<file path="config.mk">
export PLATFORM = sky130hd
export DESIGN_NAME = mbs_out_seq
export DESIGN_NICKNAME = d
export VERILOG_FILES = /design/src/rtl/mbs_pkg.sv /design/src/rtl/mbs_fld_mux.sv /design/src/rtl/mbs_pick.sv /design/src/rtl/mbs_budget.sv /design/src/rtl/mbs_out_seq.sv
export SDC_FILE = /design/constraint.sdc
export NUM_CORES = 1
export LEC_CHECK = 0
export ABC_AREA = 1
export ABC_CLOCK_PERIOD_IN_PS = 2600
export CAP_MARGIN = 20
export CORE_MARGIN = 8
export CORE_UTILIZATION = 55
export CTS_BUF_LIST = sky130_fd_sc_hd__clkbuf_8
export DETAILED_ROUTE_END_ITERATION = 10
export GPL_TIMING_DRIVEN = 0
export PLACE_DENSITY = 0.85
export SYNTH_ARGS = -nofsm -noshare
export SYNTH_HDL_FRONTEND = slang
export SYNTH_HIERARCHICAL = 1
export SYNTH_SLANG_ARGS = --single-unit
export TNS_END_PERCENT = 30
</file>
<file path="constraint.sdc">
create_clock -name clk -period 2.6 [get_ports clk]
set_input_delay 0.52 -clock clk [delete_from_list [all_inputs] [get_ports clk]]
set_output_delay 0.52 -clock clk [all_outputs]
set_load 0.1 [all_outputs]
</file>
<file path="src/rtl/mbs_pkg.sv">
package mbs_pkg;

  typedef enum logic [3:0] {
    S_IDLE,
    S_PRE,
    S_FLD,
    S_GAP,
    S_NUM,
    S_STALL,
    S_RUN,
    S_COEF,
    S_PGAP,
    S_PAD,
    S_TAIL
  } mbs_st_e;

  // Header fields in emission order.
  typedef enum logic [2:0] {
    F_CTRL,
    F_GOB,
    F_MBA,
    F_CBP,
    F_QUANT,
    F_MVX,
    F_MVY
  } mbs_fld_e;

endpackage

</file>
<file path="src/rtl/mbs_fld_mux.sv">
module mbs_fld_mux
  import mbs_pkg::*;
#(
  parameter int DW   = 8,
  parameter int MV_W = 5,
  parameter int NSB  = 6
) (
  input  mbs_fld_e          fld,
  input  logic [DW-1:0]     ctrl,
  input  logic [DW-1:0]     gob,
  input  logic [DW-1:0]     mba,
  input  logic [DW-1:0]     quant,
  input  logic [MV_W-1:0]   mvx,
  input  logic [MV_W-1:0]   mvy,
  input  logic [NSB-1:0]    cbp,
  output logic [DW-1:0]     byte_o
);

  logic [DW-1:0] cbp_byte;

  // Sub-block 1 lands on bit NSB, sub-block NSB on bit 1; bit 0 and top bit stay low.
  always_comb begin
    cbp_byte = '0;
    for (int i = 0; i < NSB; i++) begin
      cbp_byte[NSB-i] = cbp[i];
    end
  end

  always_comb begin
    case (fld)
      F_CTRL:  byte_o = ctrl;
      F_GOB:   byte_o = gob;
      F_MBA:   byte_o = mba;
      F_CBP:   byte_o = cbp_byte;
      F_QUANT: byte_o = quant;
      F_MVX:   byte_o = DW'(mvx);
      F_MVY:   byte_o = DW'(mvy);
      default: byte_o = '0;
    endcase
  end

endmodule

</file>
<file path="src/rtl/mbs_pick.sv">
module mbs_pick #(
  parameter int N     = 6,
  parameter int NUM_W = $clog2(N + 1)
) (
  input  logic [N-1:0]     pend,
  output logic [NUM_W-1:0] num,
  output logic [N-1:0]     sel,
  output logic             any
);

  // Lowest pending index wins: sub-blocks go out in ascending number.
  always_comb begin
    num = '0;
    sel = '0;
    for (int i = N - 1; i >= 0; i--) begin
      if (pend[i]) begin
        num = NUM_W'(i + 1);
        sel = N'(1) << i;
      end
    end
  end

  assign any = |pend;

endmodule

</file>
<file path="src/rtl/mbs_budget.sv">
module mbs_budget #(
  parameter int BUDGET = 335,
  parameter int BW     = $clog2(BUDGET) + 2
) (
  input  logic clk,
  input  logic rst_n,
  input  logic restart,
  output logic at_limit,
  output logic over
);

  logic [BW-1:0] sbc;

  always_ff @(posedge clk or negedge rst_n) begin
    if (!rst_n) begin
      sbc <= '0;
    end else if (restart) begin
      sbc <= '0;
    end else if (sbc != {BW{1'b1}}) begin
      sbc <= sbc + 1'b1;
    end
  end

  assign at_limit = (sbc == BW'(BUDGET - 1));
  assign over     = (sbc >= BW'(BUDGET - 1));

endmodule

</file>
<file path="src/rtl/mbs_out_seq.sv">
module mbs_out_seq
  import mbs_pkg::*;
#(
  parameter int DW        = 8,
  parameter int MV_W      = 5,
  parameter int NSB       = 6,
  parameter int PRE_WAIT  = 2,
  parameter int FIELD_CYC = 2,
  parameter int SB_GAP    = 32,
  parameter int NUM_CYC   = 15,
  parameter int PAIR_GAP  = 1,
  parameter int SB_BUDGET = 335,
  parameter int TAIL_CYC  = 1
) (
  input  logic                      clk,
  input  logic                      rst_n,
  input  logic                      start,
  output logic                      busy,
  output logic                      mb_end,
  output logic                      ovf_err,
  input  logic                      hdr_dummy,
  input  logic [DW-1:0]             hdr_ctrl,
  input  logic [DW-1:0]             hdr_gob,
  input  logic [DW-1:0]             hdr_mba,
  input  logic [DW-1:0]             hdr_quant,
  input  logic [MV_W-1:0]           hdr_mvx,
  input  logic [MV_W-1:0]           hdr_mvy,
  input  logic [NSB-1:0]            hdr_cbp,
  input  logic                      pr_valid,
  output logic                      pr_ready,
  input  logic [DW-3:0]             pr_run,
  input  logic [DW-1:0]             pr_coef,
  input  logic                      pr_last,
  output logic [DW-1:0]             dbus,
  output logic                      dclk
);

  localparam int RUN_W = DW - 2;
  localparam int SBN_W = $clog2(NSB + 1);
  localparam int M1    = (PRE_WAIT > FIELD_CYC) ? PRE_WAIT : FIELD_CYC;
  localparam int M2    = (SB_GAP > NUM_CYC) ? SB_GAP : NUM_CYC;
  localparam int M3    = (PAIR_GAP > TAIL_CYC) ? PAIR_GAP : TAIL_CYC;
  localparam int M12   = (M1 > M2) ? M1 : M2;
  localparam int MAXC  = (M12 > M3) ? M12 : M3;
  localparam int CW    = $clog2(MAXC + 1);

  mbs_st_e             st, st_n;
  logic [CW-1:0]       cnt;
  mbs_fld_e            fld;
  logic [NSB-1:0]      pend;
  logic [SBN_W-1:0]    sb_num;
  logic [RUN_W-1:0]    p_run;
  logic [DW-1:0]       p_coef;
  logic                p_last;

  logic                h_dummy;
  logic [DW-1:0]       h_ctrl, h_gob, h_mba, h_quant;
  logic [MV_W-1:0]     h_mvx, h_mvy;
  logic [NSB-1:0]      h_cbp;

  logic [SBN_W-1:0]    pick_num;
  logic [NSB-1:0]      pick_sel;
  logic                pend_any;
  logic                at_limit, over;
  logic                sb_enter, take, cnt_clr, ovf_set;
  logic [DW-1:0]       hdr_byte;

  logic                end_pre, end_fld, end_gap, end_num, end_pgap, end_tail;

  assign end_pre  = (cnt == CW'(PRE_WAIT - 1));
  assign end_fld  = (cnt == CW'(FIELD_CYC - 1));
  assign end_gap  = (cnt == CW'(SB_GAP - 1));
  assign end_num  = (cnt == CW'(NUM_CYC - 1));
  assign end_pgap = (cnt == CW'(PAIR_GAP - 1));
  assign end_tail = (cnt == CW'(TAIL_CYC - 1));

  mbs_pick #(.N(NSB), .NUM_W(SBN_W)) u_pick (
    .pend (pend),
    .num  (pick_num),
    .sel  (pick_sel),
    .any  (pend_any)
  );

  mbs_budget #(.BUDGET(SB_BUDGET)) u_budget (
    .clk      (clk),
    .rst_n    (rst_n),
    .restart  (sb_enter),
    .at_limit (at_limit),
    .over     (over)
  );

  mbs_fld_mux #(.DW(DW), .MV_W(MV_W), .NSB(NSB)) u_mux (
    .fld    (fld),
    .ctrl   (h_ctrl),
    .gob    (h_gob),
    .mba    (h_mba),
    .quant  (h_quant),
    .mvx    (h_mvx),
    .mvy    (h_mvy),
    .cbp    (h_cbp),
    .byte_o (hdr_byte)
  );

  // Pair stream: ready only where the next pair is needed.
  always_comb begin
    pr_ready = ((st == S_NUM) && end_num) ||
               (st == S_STALL) ||
               ((st == S_PGAP) && end_pgap && !p_last);
  end
  assign take = pr_valid && pr_ready;

  always_comb begin
    st_n = st;
    case (st)
      S_IDLE:  if (start) st_n = S_PRE;
      S_PRE:   if (end_pre) st_n = S_FLD;
      S_FLD: begin
        if (end_fld) begin
          if (h_dummy) st_n = S_TAIL;
          else if (fld == F_MVY) st_n = pend_any ? S_GAP : S_TAIL;
        end
      end
      S_GAP:   if (end_gap) st_n = S_NUM;
      S_NUM:   if (end_num) st_n = take ? S_RUN : S_STALL;
      S_STALL: if (take) st_n = S_RUN;
      S_RUN:   if (end_fld) st_n = S_COEF;
      S_COEF:  if (end_fld) st_n = S_PGAP;
      S_PGAP: begin
        if (end_pgap) begin
          if (!p_last) st_n = take ? S_RUN : S_STALL;
          else if (over) st_n = pend_any ? S_NUM : S_TAIL;
          else st_n = S_PAD;
        end
      end
      S_PAD:   if (at_limit) st_n = pend_any ? S_NUM : S_TAIL;
      S_TAIL:  if (end_tail) st_n = S_IDLE;
      default: st_n = S_IDLE;
    endcase
  end

  assign sb_enter = (st_n == S_NUM) && (st != S_NUM);
  assign cnt_clr  = (st_n != st) || ((st == S_FLD) && end_fld);

  // Budget runs out while pairs are still due (the final gap cycle of a last pair is fine).
  always_comb begin
    ovf_set = 1'b0;
    if (at_limit) begin
      case (st)
        S_NUM, S_STALL, S_RUN, S_COEF: ovf_set = 1'b1;
        S_PGAP: ovf_set = !(p_last && end_pgap);
        default: ovf_set = 1'b0;
      endcase
    end
  end

  always_ff @(posedge clk or negedge rst_n) begin
    if (!rst_n) begin
      st      <= S_IDLE;
      cnt     <= '0;
      fld     <= F_CTRL;
      pend    <= '0;
      sb_num  <= '0;
      p_run   <= '0;
      p_coef  <= '0;
      p_last  <= 1'b0;
      h_dummy <= 1'b0;
      h_ctrl  <= '0;
      h_gob   <= '0;
      h_mba   <= '0;
      h_quant <= '0;
      h_mvx   <= '0;
      h_mvy   <= '0;
      h_cbp   <= '0;
      ovf_err <= 1'b0;
    end else begin
      st  <= st_n;
      cnt <= cnt_clr ? '0 : cnt + 1'b1;
      if ((st == S_IDLE) && start) begin
        h_dummy <= hdr_dummy;
        h_ctrl  <= hdr_ctrl;
        h_gob   <= hdr_gob;
        h_mba   <= hdr_mba;
        h_quant <= hdr_quant;
        h_mvx   <= hdr_mvx;
        h_mvy   <= hdr_mvy;
        h_cbp   <= hdr_cbp;
        pend    <= hdr_dummy ? '0 : hdr_cbp;
      end
      if (st == S_PRE) begin
        fld <= F_CTRL;
      end else if ((st == S_FLD) && end_fld && (fld != F_MVY)) begin
        fld <= mbs_fld_e'(fld + 3'd1);
      end
      if (sb_enter) begin
        sb_num <= pick_num;
        pend   <= pend & ~pick_sel;
      end
      if (take) begin
        p_run  <= pr_run;
        p_coef <= pr_coef;
        p_last <= pr_last;
      end
      if (ovf_set) ovf_err <= 1'b1;
    end
  end

  always_comb begin
    case (st)
      S_FLD:   dbus = hdr_byte;
      S_NUM:   dbus = DW'(sb_num);
      S_RUN:   dbus = {p_last, p_last, p_run};
      S_COEF:  dbus = p_coef;
      default: dbus = '0;
    endcase
  end

  assign dclk   = (cnt == '0) &&
                  ((st == S_FLD) || (st == S_NUM) || (st == S_RUN) || (st == S_COEF));
  assign busy   = (st != S_IDLE);
  assign mb_end = (st == S_TAIL) && end_tail;

  // a strobe is never followed by another strobe.
  a_r11_dclk_single: assert property (@(posedge clk) disable iff (!rst_n)
    dclk |=> !dclk);

  // a strobed byte is still on the bus in the next cycle.
  a_r3_byte_held: assert property (@(posedge clk) disable iff (!rst_n)
    dclk |=> $stable(dbus));

  // overflow flag never clears without reset.
  a_r10_ovf_sticky: assert property (@(posedge clk) disable iff (!rst_n)
    ovf_err |=> ovf_err);

  // an accepted pair shows up as a strobed run byte next cycle.
  a_r9_take_emits: assert property (@(posedge clk) disable iff (!rst_n)
    (pr_valid && pr_ready) |=> (dclk && (dbus[RUN_W-1:0] == $past(pr_run))));

  // the end pulse is followed by idle.
  a_r13_end_idle: assert property (@(posedge clk) disable iff (!rst_n)
    mb_end |=> !busy);

  // a strobed sub-block number lies in 1..NSB.
  a_r6_num_range: assert property (@(posedge clk) disable iff (!rst_n)
    ((st == S_NUM) && dclk) |-> ((dbus != '0) && (dbus <= DW'(NSB))));

  // padding does not end before the budget is reached.
  a_r8_pad_hold: assert property (@(posedge clk) disable iff (!rst_n)
    ((st == S_PAD) && !at_limit) |=> (st == S_PAD));

endmodule

</file>
# Word-level counts from Yosys, hierarchy flattened

Cells that the tools add are included.

$add $sub $neg: 3
Magnitude comparators: 1
Eq/ne operators: 25
Mux-type cells: 43
Bitwise gates (word level): 2
Reductions and logical operators: 28

Operators by type and width:

| operator                                             | number |
|---|---|
| 2-to-1 mux 4 bit                                     | 17 |
| 2-to-1 mux 6 bit                                     | 10 |
| one-hot mux 8 bit (7 select lines)                   | 1 |
| one-hot mux 4 bit (11 select lines)                  | 1 |
| one-hot mux 8 bit (4 select lines)                   | 1 |
| 2-to-1 mux 3 bit                                     | 8 |
| 2-to-1 mux 11 bit                                    | 2 |
| equality test 4 x 3 -> 1 bit, second input constant  | 5 |
| equality test 4 bit, second input constant           | 3 |
| adder 11 x 1 -> 11 bit, second input constant        | 1 |
| equality test 11 x 9 -> 1 bit, second input constant | 1 |
| >= comparator 11 x 9 -> 1 bit, second input constant | 1 |
| logical AND 1 bit                                    | 11 |
| != test 11 bit, second input constant                | 1 |
| equality test 3 bit, second input constant           | 3 |
| equality test 4 x 2 -> 1 bit, second input constant  | 2 |
| adder 6 x 1 -> 6 bit, second input constant          | 1 |
| bitwise AND 6 bit                                    | 1 |
| equality test 3 x 2 -> 1 bit, second input constant  | 2 |
| equality test 6 x 1 -> 1 bit, second input constant  | 1 |
| equality test 6 x 4 -> 1 bit, second input constant  | 1 |
| equality test 6 x 5 -> 1 bit, second input constant  | 1 |
| zero test 6 bit                                      | 1 |
| logical OR 1 bit                                     | 6 |
| 17 further kinds                                     | 20 |

Register bits after elaboration: 98
Input bits: 68
Output and inout bits: 13
Logic and storage cells: 120

# Longest topological paths before layout

Gate-level depths: netlist of the first run.

Depth after elaboration: 12
Mapped depth: 20
Gate-level depth less buffers: 19

# By module

The synthesis of the first run kept the hierarchy.

By module, submodules not included:

| module      | times used | cells each | area an instance (um2) | sequential area each (um2) |
|---|---|---|---|---|
| mbs_out_seq | 1          | 479        | 4295.4                 | 2177.1 |
| mbs_budget  | 1          | 104        | 760.7                  | 275.3 |
| mbs_fld_mux | 1          | 107        | 533.0                  | 0.0 |
| mbs_pick    | 1          | 21         | 101.3                  | 0.0 |

# Least setup slack after synthesis of the first run

No wires, ideal clock.

Path kind: register to output
Start: reg cnt[0]
End: out mb_end
Arrival time: 2.804 ns
Data required time: 2.080 ns
Setup slack: -0.724 ns
Cell stages (with the launch flop): 5
Buffers on the path: 0
Cell sequence: dfrtp_1 -> inv_1 -> ha_1 -> nand3_1 -> nor3_1

Longest elaborated chain between the ends: 2

RTL lines:

| what                   | line               | source |
|---|---|---|
| start, declared        | mbs_out_seq.sv:48  | `logic [CW-1:0] cnt;` |
| start signal, assigned | mbs_out_seq.sv:177 | `cnt <= cnt_clr ? '0 : cnt + 1'b1;` |
| zero test 6 bit        | mbs_out_seq.sv:75  | `assign end_tail = (cnt == CW'(TAIL_CYC - 1));` |
| logical AND 1 bit      | mbs_out_seq.sv:220 | `assign mb_end = (st == S_TAIL) && end_tail;` |
| end, declared          | mbs_out_seq.sv:19  | `output logic mb_end,` |

No other way between the ends.

# Worst setup path after layout of the first run

Start: reg u_budget.sbc[0]
End: reg u_budget.sbc[5]

Elaborated cells on any way between the ends: 14
Those cells by class: 1 x add/sub; 1 x order compare; 3 x eq/ne; 7 x mux; 2 x reduce/logical

RTL lines:

| what                                                           | line               | source |
|---|---|---|
| start, declared                                                | mbs_budget.sv:12   | `logic [BW-1:0] sbc;` |
| start signal, assigned                                         | mbs_budget.sv:20   | `sbc <= sbc + 1'b1;` |
| equality test 11 x 9 -> 1 bit (*)                              | mbs_budget.sv:24   | `assign at_limit = (sbc == BW'(BUDGET - 1));` |
| via at_limit                                                   | mbs_out_seq.sv:64  | `logic at_limit, over;` |
| 2-to-1 mux 4 bit (*)                                           | mbs_out_seq.sv:135 | `S_PAD: if (at_limit) st_n = pend_any ? S_NUM : S_TAIL;` |
| one-hot mux 4 bit (11 select lines) (*)                        | mbs_out_seq.sv:114 | `case (st)` |
| via st_n[1]                                                    | mbs_out_seq.sv:47  | `mbs_st_e st, st_n;` |
| equality test 4 x 3 -> 1 bit (*)                               | mbs_out_seq.sv:141 | `assign sb_enter = (st_n == S_NUM) && (st != S_NUM);` |
| logical AND 1 bit (*)                                          | mbs_out_seq.sv:141 |  |
| via sb_enter                                                   | mbs_out_seq.sv:65  | `logic sb_enter, take, cnt_clr, ovf_set;` |
| 2-to-1 mux 11 bit / nonzero test 2 bit (equally long branches) | --                 |  |

Mark *: on every way through the listed nets, which the timed path passes. The rest lies on a longest branch. The select of a mux whose other input is x is not followed.
A chain may end at the register's enable or synchronous reset.

==> impl_metrics.csv, run 1 <==
group,metric,value,unit
status,status,"complete, but fails checks",
status,violations,"negative setup slack",
cells_and_area,nNetsFinal,899,
sta,finClkSkew,8.47,ps
sta,rsz0062_at_grt,"true",
place,gp_congestion,0.916,
cells_and_area,nFillCells,814,
yosys,synth_edf_count,0,
clock_network,cts-htree-levels,3,
place,hpwl,11.5,mm
die,die-area,13900,um2
yosys,yosysSeqAreaShare,43.1,%
worst_hold_path,hp-class,"in2async",
pwr,p_seq_share,33.4,%
worst_setup_path,cp_common_cell,"nand2_1",
pwr,power.density,1180,nW/um2
worst_setup_path,crit_path_start,"u_budget/sbc[0]$_DFFE_PN0P_",
die,row_count,37,
yosys,netlist_area,5690,um2
clock_network,clk_path_buf_depth,2,
routing,finalWirelength,15.7,mm
global_routing,grt_pass1_wl,25.7,mm
global_routing,grt_use_total,22.5,%
worst_setup_path,critPathLaunchType,"flip-flop",
routing,vias_per_cell,5.43,
worst_setup_path,crit_family,"simple AND/OR/NAND/NOR gates",
global_routing,overflow,0,
sta,slew_headroom,35.6,%
routing,drcViolationCount,0,
sta,hold_viol,0,
sta,drv_slew,0,
worst_setup_path,reg2reg_from,"u_budget/sbc[0]$_DFFE_PN0P_",
worst_setup_path,critPathMaxFanout,7,
yosys,ys_warn_count,6,
pwr,power_frac_clock,12.3,%
cells_and_area,area_growth,27.1,%
clock_network,cts_tree,"yes",
worst_setup_path,cp_data_arrival_time,3090,ps
yosys,ys_async_sr_fraction,100,%
die,dieWidth,118,um
sta,tns,-1360,ps
cells_and_area,layout_commonest_cell,"nand2_1",
die,core_area,10200,um2
worst_setup_path,crit_path_end_kind,"flip-flop",
cells_and_area,layout-drive-gt1-share,22.3,%
global_routing,grt_max_degree,52,
cells_and_area,design_area,7230,um2
pwr,p_int,4.42,mW
worst_setup_path,critPathMaxStageDelay,470,ps
die,pin_count,81,
yosys,synth-seq-cells,98,
worst_setup_path,worst_ep_required_time,2890,ps
clock_network,insertion_delay,390,ps
place,dp_cells,928,
cells_and_area,most-common-layout-cells,"206 x nand2_1, 95 x dfrtp_1, 73 x nor2_1",
worst_setup_path,critPathBufInv,5,
worst_setup_path,crit_type,"reg2reg",
pwr,p_leak,3.55,nW
clock_network,cts_inserted_buffers,9,
cells_and_area,final_util,71.0,%
routing,first_iter_violations,404,
pwr,p_total,8.52,mW
pwr,p_switching,4.10,mW
cells_and_area,multiInputGateArea,2950,um2
global_routing,antenna_found_initial,0,
pwr,pwr-share-comb,54.3,%
sta,fmax,357,MHz
place,dpl-instance-area,6690,um2
routing,first_pass_iters,5,
yosys,synth.distinct_cells,33,
die,start_util,55.9,%
pwr,vdd_drop_max,0.000715,V
clock_network,ctsHoldBuffers,0,
cells_and_area,seqCellArea,2460,um2
die,die_h,118,um
cells_and_area,instances_no_fill,964,
global_routing,grt_pass1_vias,5313,
pwr,switching_share,48.1,%
sta,fin_ws,-202,ps
sta,setup_viol,16,
sta,period_needed,2800,ps
yosys,synthCells,711,
cells_and_area,antenna_cells,0,
run,cap_violations,0,
sta,fin_hold_ws,173,ps
clock_network,cts.sinks,98,
sta,worst_slew_pin_slew,964,ps
yosys,syn_area_per_cell,8.00,um2
worst_setup_path,critPathSlowestCell,"dfrtp_2",
sta,finalCritPeriodShare,108,%
clock_network,clockRootBuffer,"clkbuf_8",
yosys,synth_nets,787,
yosys,synthFlopType,"dfrtp_1",
clock_network,clkTransAtPathRegs,100,ps
routing,route.detailed.wl_per_inst,16.2,um
place,post-place-ws,-563,ps
routing,drtAntennaViolNets,0,
routing,num_vias,5234,
place,portBuffers,80,
worst_setup_path,crit_chain,"inv_4 -> ha_4 -> nand4_1 -> nor3_4 -> nand2_2 -> inv_2 -> nor2_2 -> nand2_1 -> nand2_1 -> nor2_1 -> nand2_1 -> nor2_4 -> nand2_4 -> nor2_8 -> nand2_4 -> buf_12 -> clkinv_8 -> clkinvlp_4 -> nand3_1 -> nand2_1",
==> path summary, 6_finish.rpt <==
path | cells past startpoint | to | slack (ps)
hold / removal | 1 | u_budget/sbc[7]$_DFFE_PN0P_ | 170
setup reg to reg | 20 | u_budget/sbc[5]$_DFFE_PN0P_ | -200
min in group clk | 2 | ovf_err$_DFFE_PN0P_ | 480
max in group asynchronous | 2 | h_ctrl[6]$_DFFE_PN0P_ | 1760
hold reg to reg | 2 | ovf_err$_DFFE_PN0P_ | 480
setup / recovery | 20 | u_budget/sbc[5]$_DFFE_PN0P_ | -200
==> registers in the layout, summed over array words and instances, names as in the netlist, 6 cells and up <==
register,flops
cnt,6
h_cbp,6
h_ctrl,8
h_gob,8
h_mba,8
h_quant,8
p_coef,8
p_run,6
pend,6
u_budget/sbc,11
==> cell type report <==
| type | count | share of cell area (%) |
|---|---|---|
| multi-input combinational | 519 | 40.7 |
| sequential | 98 | 34.0 |
| inverter | 73 | 4.10 |
| clock inverter | 7 | 1.18 |
| tap | 136 | 2.35 |
| buffer | 21 | 2.02 |
| clock buffer | 9 | 1.71 |
| timing repair buffer | 101 | 13.9 |
==> power groups by stage <==
stage / logic [mW] / clock network, mW / registers, mW
2_1_floorplan: 3.29 / 0 / 2.61
3_3_place_gp: 4.12 / 0 / 2.76
3_5_place_dp: 4.25 / 0 / 2.81
4_1_cts: 4.29 / 1.08 / 2.80
5_1_grt: 5.06 / 1.13 / 2.92
6_report: 4.63 / 1.05 / 2.84
==> routing by layer <==
layer	routed length, um	share of wire [%]	global-route usage [%]	up-vias
met5	0	0	0	-
met4	393	2.5	7.61	0
met3	854	5.5	6.19	36
met2	7890	50	38.0	183
met1	6510	42	27.1	2505
li1	-	-	-	2510
==> synth_stat cells (all sizes together), types with 2 or more instances <==
master  count  area [um2]
a21oi      15        75.1
buf        17         111
clkbuf      4        15.0
dfrtp      98        2450
ha          8         100
inv        72         270
mux2       42         473
nand2     228         913
nand3      60         345
nand3b      4        30.0
nand4      35         219
nor2       94         472
nor3        8        45.0
o21a        2        15.0
o21ai      14        70.1
xnor2       2        17.5
xor2        5        43.8
==> cell families after synthesis <==
family	Yosys count	synth area share [%]
flops	98	43.1
fa+ha+maj	8	1.76
mux	42	8.31
buf+inv	94	7.12
xor+xnor	7	1.08
simple gates	430	35.7
compound gates	32	2.95
==> repair_timing <==
item                                    in CTS  in global routing
setup buffers                                1                 19
hold endpoints to repair                     0                  0
endpoints found under the setup margin      38                 37
pin swaps                                    1                 19
resized for setup                           78                 51
Note: power is estimated with default switching activity, not from simulation.
==> run 2, diff against run 1 <==
--- a/config.mk
+++ b/config.mk
@@ -11,6 +11,7 @@
 export CORE_MARGIN = 8
 export CORE_UTILIZATION = 55
 export CTS_BUF_LIST = sky130_fd_sc_hd__clkbuf_8
+export CTS_CLUSTER_SIZE = 25
 export DETAILED_ROUTE_END_ITERATION = 10
 export GPL_TIMING_DRIVEN = 0
 export PLACE_DENSITY = 0.85
==> results of run 2 <==
Same layout as run 1: the final DEF is identical, and so are final timing and power.
